$ cat src/rtl/adw_pkg.sv
package adw_pkg;

    typedef enum logic [1:0] {
        RG_ROM = 2'd0,
        RG_PER = 2'd1,
        RG_RAM = 2'd2
    } region_e;

    typedef enum logic [1:0] {
        SQ_IDLE = 2'd0,
        SQ_HOLD = 2'd1,
        SQ_DONE = 2'd2
    } seq_e;

    // Active-high select bundle used inside the block
    typedef struct packed {
        logic rom;
        logic per;
        logic ram;
    } sel_t;

    // Decode the two most significant address bits into a region
    function automatic region_e region_of(input logic [1:0] top2);
        if (top2[1])
            return RG_RAM;
        else if (top2[0])
            return RG_PER;
        else
            return RG_ROM;
    endfunction

    function automatic logic is_slow(input region_e r);
        return (r != RG_RAM);
    endfunction

endpackage

$ cat src/rtl/adw_decode.sv
module adw_decode
    import adw_pkg::*;
(
    input  logic [1:0] top2,
    input  logic       act,
    output region_e    region,
    output sel_t       sel
);

    always_comb begin
        region  = region_of(top2);
        sel     = '0;
        if (act) begin
            case (region)
                RG_ROM:  sel.rom = 1'b1;
                RG_PER:  sel.per = 1'b1;
                default: sel.ram = 1'b1;
            endcase
        end
    end

endmodule

$ cat src/rtl/adw_wait_regs.sv
module adw_wait_regs #(
    parameter int CNT_W  = 3,
    parameter int N_SLOW = 2
) (
    input  logic                          clk,
    input  logic                          rst,
    input  logic                          wr,
    input  logic [$clog2(N_SLOW)-1:0]     sel,
    input  logic [CNT_W-1:0]              val,
    output logic [N_SLOW-1:0][CNT_W-1:0]  cnt
);

    localparam logic [CNT_W-1:0] CNT_MAX = '1;

    for (genvar g = 0; g < N_SLOW; g++) begin : g_slot
        always_ff @(posedge clk) begin
            if (rst)
                cnt[g] <= CNT_MAX;
            else if (wr && (int'(sel) == g))
                cnt[g] <= val;
        end
    end

endmodule

$ cat src/rtl/adw_wait_seq.sv
module adw_wait_seq
    import adw_pkg::*;
#(
    parameter int CNT_W = 3
) (
    input  logic             clk,
    input  logic             rst,
    input  logic             act,
    input  logic             slow,
    input  logic [CNT_W-1:0] cnt,
    output logic             wait_o
);

    seq_e             state;
    logic [CNT_W-1:0] remain;

    always_ff @(posedge clk) begin
        if (rst) begin
            state  <= SQ_IDLE;
            remain <= '0;
            wait_o <= 1'b0;
        end else begin
            case (state)
                SQ_IDLE: begin
                    if (act) begin
                        if (slow && (cnt != '0)) begin
                            state  <= SQ_HOLD;
                            remain <= cnt - 1'b1;
                            wait_o <= 1'b1;
                        end else begin
                            state  <= SQ_DONE;
                        end
                    end
                end
                SQ_HOLD: begin
                    if (!act) begin
                        state  <= SQ_IDLE;
                        wait_o <= 1'b0;
                    end else if (remain == '0) begin
                        state  <= SQ_DONE;
                        wait_o <= 1'b0;
                    end else begin
                        remain <= remain - 1'b1;
                    end
                end
                default: begin
                    wait_o <= 1'b0;
                    if (!act)
                        state <= SQ_IDLE;
                end
            endcase
        end
    end

endmodule

$ cat src/rtl/addr_wait_dec.sv
module addr_wait_dec
    import adw_pkg::*;
#(
    parameter int ADDR_W = 16,
    parameter int CNT_W  = 3
) (
    input  logic              clk,
    input  logic              rst,
    input  logic [ADDR_W-1:0] addr,
    input  logic              bus_act,
    input  logic              cfg_wr,
    input  logic              cfg_sel,
    input  logic [CNT_W-1:0]  cfg_val,
    output logic              rom_ce_n,
    output logic              per_ce_n,
    output logic              ram_ce_n,
    output logic              wait_o
);

    localparam int N_SLOW = 2;

    region_e                     region;
    sel_t                        sel;
    logic [N_SLOW-1:0][CNT_W-1:0] counts;
    logic [CNT_W-1:0]            cur_cnt;

    adw_decode u_dec (
        .top2   (addr[ADDR_W-1 -: 2]),
        .act    (bus_act),
        .region (region),
        .sel    (sel)
    );

    adw_wait_regs #(.CNT_W(CNT_W), .N_SLOW(N_SLOW)) u_regs (
        .clk (clk),
        .rst (rst),
        .wr  (cfg_wr),
        .sel (cfg_sel),
        .val (cfg_val),
        .cnt (counts)
    );

    assign cur_cnt = (region == RG_PER) ? counts[1] : counts[0];

    adw_wait_seq #(.CNT_W(CNT_W)) u_seq (
        .clk    (clk),
        .rst    (rst),
        .act    (bus_act),
        .slow   (is_slow(region)),
        .cnt    (cur_cnt),
        .wait_o (wait_o)
    );

    assign rom_ce_n = ~sel.rom;
    assign per_ce_n = ~sel.per;
    assign ram_ce_n = ~sel.ram;

endmodule

$ cat config.mk
export PLATFORM = sky130hd
export DESIGN_NAME = addr_wait_dec
export DESIGN_NICKNAME = d
export VERILOG_FILES = /design/src/rtl/adw_pkg.sv /design/src/rtl/adw_decode.sv /design/src/rtl/adw_wait_regs.sv /design/src/rtl/adw_wait_seq.sv /design/src/rtl/addr_wait_dec.sv
export SDC_FILE = /design/constraint.sdc
export NUM_CORES = 1
export LEC_CHECK = 0
export CAP_MARGIN = 20
export CORE_MARGIN = 3
export CORE_UTILIZATION = 35
export CTS_CLUSTER_SIZE = 24
export DETAILED_ROUTE_END_ITERATION = 6
export GPL_ROUTABILITY_DRIVEN = 0
export PLACE_DENSITY = 0.67
export SYNTH_ARGS = -nofsm -noshare
export SYNTH_HDL_FRONTEND = slang
export SYNTH_SLANG_ARGS = --single-unit
$ cat constraint.sdc
create_clock -name clk -period 3.9 [get_ports clk]
set_input_delay 0.78 -clock clk [delete_from_list [all_inputs] [get_ports clk]]
set_output_delay 0.78 -clock clk [all_outputs]
set_load 0.1 [all_outputs]
==> results of run 1 <==
==> metrics by stage <==
stage / power (W) / hold slack (ns) / std cells / util (%) / cell area [um2]
after global placement: 0.000214 / 0.481 / 112 / 46.2 / 841
after detailed placement: 0.000215 / 0.478 / 112 / 46.2 / 841
final: 0.000288 / 0.490 / 115 / 47.4 / 863
after CTS: 0.000291 / 0.495 / 115 / 47.4 / 863
after global routing: 0.000306 / 0.517 / 115 / 47.4 / 863
after floorplan: 0.000194 / 0.454 / 77 / - / 711
==> power breakdown <==
group	leakage (nW)	switching, W	internal (W)	total, W
clock network	0.0138	0.0000405	0.0000358	0.0000762
registers	0.0989	0.00000781	0.000131	0.000138
logic	0.233	0.0000413	0.0000325	0.0000737
==> area by class of cell <==
| type | count | area share [%] |
|---|---|---|
| Clock buffer | 3 | 2.61 |
| Inverter | 2 | 0.870 |
| Multi-Input combinational cell | 60 | 50.9 |
| Sequential cell | 12 | 27.8 |
| Tap cell | 25 | 3.62 |
| Timing Repair Buffer | 13 | 14.2 |
==> registers in the layout, indices dropped and copies added (netlist names) <==
signal,cells
u_regs.cnt,6
u_seq.remain,3
u_seq.state,2
u_seq.wait_o,1
==> final timing paths <==
| check | start | endpoint | slack [ns] | depth (start not counted) |
|---|---|---|---|---|
| max reg2reg | u_seq.state[0]$_SDFFE_PP0P_ | u_seq.remain[2]$_SDFFE_PP0P_ | 1.61 | 7 |
| max | bus_act | rom_ce_n | 1.02 | 3 |
| min reg2reg | u_regs.cnt[3]$_SDFFE_PP1P_ | u_regs.cnt[3]$_SDFFE_PP1P_ | 0.49 | 1 |
| min | u_regs.cnt[3]$_SDFFE_PP1P_ | u_regs.cnt[3]$_SDFFE_PP1P_ | 0.49 | 1 |
==> Yosys cell counts (2+ instances only) <==
cell,count
o21ai_0,3
dfxtp_1,12
a21oi_1,3
nor2b_1,5
mux2i_1,5
mux2_2,2
and3_1,3
inv_1,2
nor2_1,3
nor3_1,5
a211o_1,6
nand2_1,7
==> metal layers <==
layer	vias up	GRT usage [%]	wire length [um]
met2	17	20.8	673
met3	2	6.41	104
met1	280	13.7	617
li1	310	-	-
met5	-	0	0
met4	0	5.38	21
==> kinds of logic after synthesis <==
kind of cell,after synthesis,synth area share (%)
AND/OR/NAND/NOR,33,27.3
multiplexers,7,10.2
adder cells (fa/ha/maj),1,1.76
flip-flops,12,33.8
buffers and inverters,5,4.40
AO/OA/AOI/OAI,19,22.5
==> results.ini, run 1 <==
[run_status]
status=completed

[grt]
antenna_found_initial=0
grt_usage_pct=12.7
grt_pass1_vias=587
grt_max_degree=13
grt_overflow=0
grt_pass1_wl_mm=2.45

[power_and_ir_drop]
ir_worst_vdd_uv=219
p_leak_nw=0.345
power.density_nw_per_um2=334

[cts]
clock-root-buffer=clkbuf_4
cts_tree=done
clk_path_buf_depth=2
cts_setup_buffers=0
cts.sinks=12
h-tree-depth=1
cts_buffers=3
ctsHoldBuffers=0
cts_resized=0
clk_latency_ns=0.27
path_clk_slew_ns=0.07

[finish]
multi_input_area_um2=439
num-fill-cells=182
diodes=0
final_nets=117
final_common_cell=dfxtp_1
most-common-layout-cells=dfxtp_1 (12), clkdlybuf4s50_1 (10), nand2_1 (7), a211o_1 (6)
drive_gt1_share_pct=16.7
ff_latch_area_um2=240
area_growth_pct=21.5

[routing]
num_vias=609
drc_errors=0
dr.pass1.iters=5
drt_wl_total_mm=1.42
viasPerCell=5.30
drt_iter0_drc=4
antenna_left=0
routedWlPerCell_um=12.3

[worst_setup_path]
critical_path_class=in -> out
path_cells=clkdlybuf4s50_1 -> or3b_2 -> buf_4
worstPathArrival_ns=2.10
crit_required_ns=3.12
critPathTopFamily=buffers and inverters
crit_buf_inv=2
slowest_delay_ns=0.61
end_kind=output pin
crit_path_start_kind=input port
crit_fanout=8
slowest_stage=clkdlybuf4s50_1

[synthesis]
yosys.area.top_type_share_pct=33.8
synth_edf_count=0
synth_cell_types=33
synth_flop_cell=dfxtp_1
yosys_warnings=0
synth-seq-cells=12
synth_area_um2=711
ys_seq_area_share_pct=33.8
syn-instance-count=77
synth_area_leaders=dfxtp_1 (34%), a211o_1 (7.4%), mux2i_1 (7.0%), nor2b_1 (4.4%), nand2_1 (3.7%)
avgSynthCellArea_um2=9.23
yosys.area.top_type=dfxtp_1
async_reset_ff_share_pct=0
synth_nets=102

[die]
ioPinCount=28
start_util_pct=39.0
dieArea_um2=2610
core_um2=1820
dieHeight_um=51.1
rows=15
die_x_um=51.1

[run]
cap_violations=0

[timing]
fmax_ghz=0.347
relSlewSlack_pct=35.7
fin_crit_ns=2.88
tns_ns=0
rsz0062_at_grt=false
worstMarginPinSlew_ns=0.961
min_period_over_period_pct=73.9
setup_viol=0
skew_ns=0.00340
maxSlewViolCount=0
hold_viol_final=0
setup_slack_ns=1.02

[place]
io_buffers=13
dp_hpwl_mm=1.08
place_ws_ns=0.727

[worst_hold_path]
hold_class=reg -> reg

Power figures use the tool's default switching activity.
==> inputs of run 2 (changes only) <==
clock period = 2.7 ns   (was 3.9 ns; I/O delays follow)
==> results.ini, run 2 (synthesized netlist as in run 1, its figures left out) <==
[place]
io_buffers=13  ; unchanged
place_inst=117  ; was 112
dp_hpwl_mm=1.17  ; was 1.08 mm
place_area_um2=913  ; was 841 um2

[die]
dieHeight_um=51.1  ; unchanged
rows=15  ; unchanged
die_x_um=51.1  ; unchanged
dieArea_um2=2610  ; unchanged
ioPinCount=28  ; unchanged
start_util_pct=39.0  ; unchanged
core_um2=1820  ; unchanged

[grt]
antenna_found_initial=0  ; unchanged
grt_pass1_vias=620  ; was 587
grt_usage_pct=12.9  ; was 12.7%
grt_max_degree=13  ; unchanged
grt_pass1_wl_mm=2.53  ; was 2.45 mm
grt_overflow=0  ; unchanged

[finish]
final_nets=122  ; was 117
largestRegisters=u_regs.cnt x6, u_seq.remain x3, u_seq.state x2  ; unchanged
final_cells=120  ; was 115
final_core_util_pct=51.4  ; was 47.4%
fin_area_um2=936  ; was 863 um2
largest_register=u_regs.cnt  ; unchanged
drive_gt1_share_pct=22.1  ; was 16.7%
num-fill-cells=188  ; was 182
largest_reg_flops=6  ; unchanged
diodes=0  ; unchanged
most-common-layout-cells=dfxtp_1 (12), clkdlybuf4s50_1 (9), nand2_1 (7), a211o_1 (6), buf_4 (6)  ; was dfxtp_1 (12), clkdlybuf4s50_1 (10), nand2_1 (7), a211o_1 (6)
final_common_cell=dfxtp_1  ; unchanged
area_growth_pct=31.7  ; was 21.5%

[routing]
routedWlPerCell_um=12.7  ; was 12.3 um
drt_iter0_drc=10  ; was 4
drt_wl_total_mm=1.52  ; was 1.42 mm
num_vias=632  ; was 609
drc_errors=0  ; unchanged
viasPerCell=5.27  ; was 5.30
dr.pass1.iters=3  ; was 5
antenna_left=0  ; unchanged

[power_and_ir_drop]
power.density_nw_per_um2=453  ; was 334 nW/um2
p_total_w=0.000424  ; was 0.000288 W
p_leak_nw=0.390  ; was 0.345 nW
ir_worst_vdd_uv=236  ; was 219 uV

[cts]
ctsHoldBuffers=0  ; unchanged
cts_buffers=3  ; unchanged
cts_setup_buffers=0  ; unchanged
h-tree-depth=1  ; unchanged
clk_latency_ns=0.26  ; was 0.27 ns
cts_tree=done  ; unchanged
cts.sinks=12  ; unchanged
path_clk_slew_ns=0.07  ; about the same
clock-root-buffer=clkbuf_4  ; unchanged
clk_path_buf_depth=2  ; unchanged
cts_resized=0  ; unchanged

[timing]
fmax_ghz=0.408
setup_viol=0  ; unchanged
rsz0062_at_grt=false  ; unchanged
worstMarginPinSlew_ns=0.480  ; was 0.961 ns
tns_ns=0  ; unchanged
relSlewSlack_pct=67.9  ; was 35.7%
fin_crit_ns=2.45
skew_ns=0.00286  ; was 0.00340 ns
min_period_over_period_pct=90.7
maxSlewViolCount=0  ; unchanged
hold_viol_final=0  ; unchanged

[worst_setup_path]
worstPathArrival_ns=2.59  ; was 2.10 ns
end_kind=flip-flop  ; was output pin
critical_path_class=in -> reg  ; was in -> out
crit_fanout=3  ; was 8
crit_path_start_kind=input port  ; unchanged
crit_required_ns=2.84  ; was 3.12 ns

[run_status]
status=completed  ; unchanged

[worst_hold_path]
hold_class=reg -> reg  ; unchanged

[run]
cap_violations=0  ; unchanged

-- run 2: cell count changes in the layout (fill, tap and decap cells not counted), sizes merged --
cell,previous run,this run
buf,3,9
clkdlybuf4s50,10,9
-- run 2: worst paths after layout --
| kind | from | end | slack [ns] | cells past startpoint |
|---|---|---|---|---|
| min | u_regs.cnt[5]$_SDFFE_PP1P_ | u_regs.cnt[5]$_SDFFE_PP1P_ | 0.50 | 1 |
| max | addr[14] | u_seq.remain[2]$_SDFFE_PP0P_ | 0.25 | 9 |
| max reg2reg | u_seq.state[0]$_SDFFE_PP0P_ | u_seq.remain[2]$_SDFFE_PP0P_ | 0.43 | 7 |
| min reg2reg | u_regs.cnt[5]$_SDFFE_PP1P_ | u_regs.cnt[5]$_SDFFE_PP1P_ | 0.50 | 1 |
-- run 2: layout make-up --
type                       count  area (um2)  area share [%]
multi-input combinational     60         439            46.9
timing repair buffer          18         195            20.9
clock buffer                   3        22.5            2.41
inverter                       2        7.51           0.802
sequential                    12         240            25.7
tap                           25        31.3            3.34
-- run 2: power by group --
group / leakage, nW / switching [W] / internal, W
combinational: 0.277 / 0.0000623 / 0.0000560
sequential: 0.0989 / 0.0000113 / 0.000189
clock: 0.0138 / 0.0000539 / 0.0000515
-- run 2: worst max-delay path, cell delays in order --
cell             delay (ns)
clkdlybuf4s50_1        0.48
nor2b_2                0.22
mux2_2                 0.19
mux2i_1                0.08
ha_1                   0.26
mux2_2                 0.27
a221o_1                0.33
o21ai_0                0.14
a21oi_1                0.08
-- run 2: per-stage QoR --
step                hold slack (ns)  setup slack (ns)
floorplan                     0.454             0.480
global placement              0.481           0.00766
detailed placement            0.484           -0.0471
CTS                           0.502             0.245
global route                  0.525            0.0469
finish                        0.499             0.250
-- run 2: metal layers --
metal	part of all wire (%)	up-vias	wire length, um	global-route usage, %
li1	-	327	-	-
met1	47	292	714	15.2
met2	47	11	713	21.2
met3	5.1	2	78	5.25
met4	1.1	0	17	4.04
met5	0	-	0	0
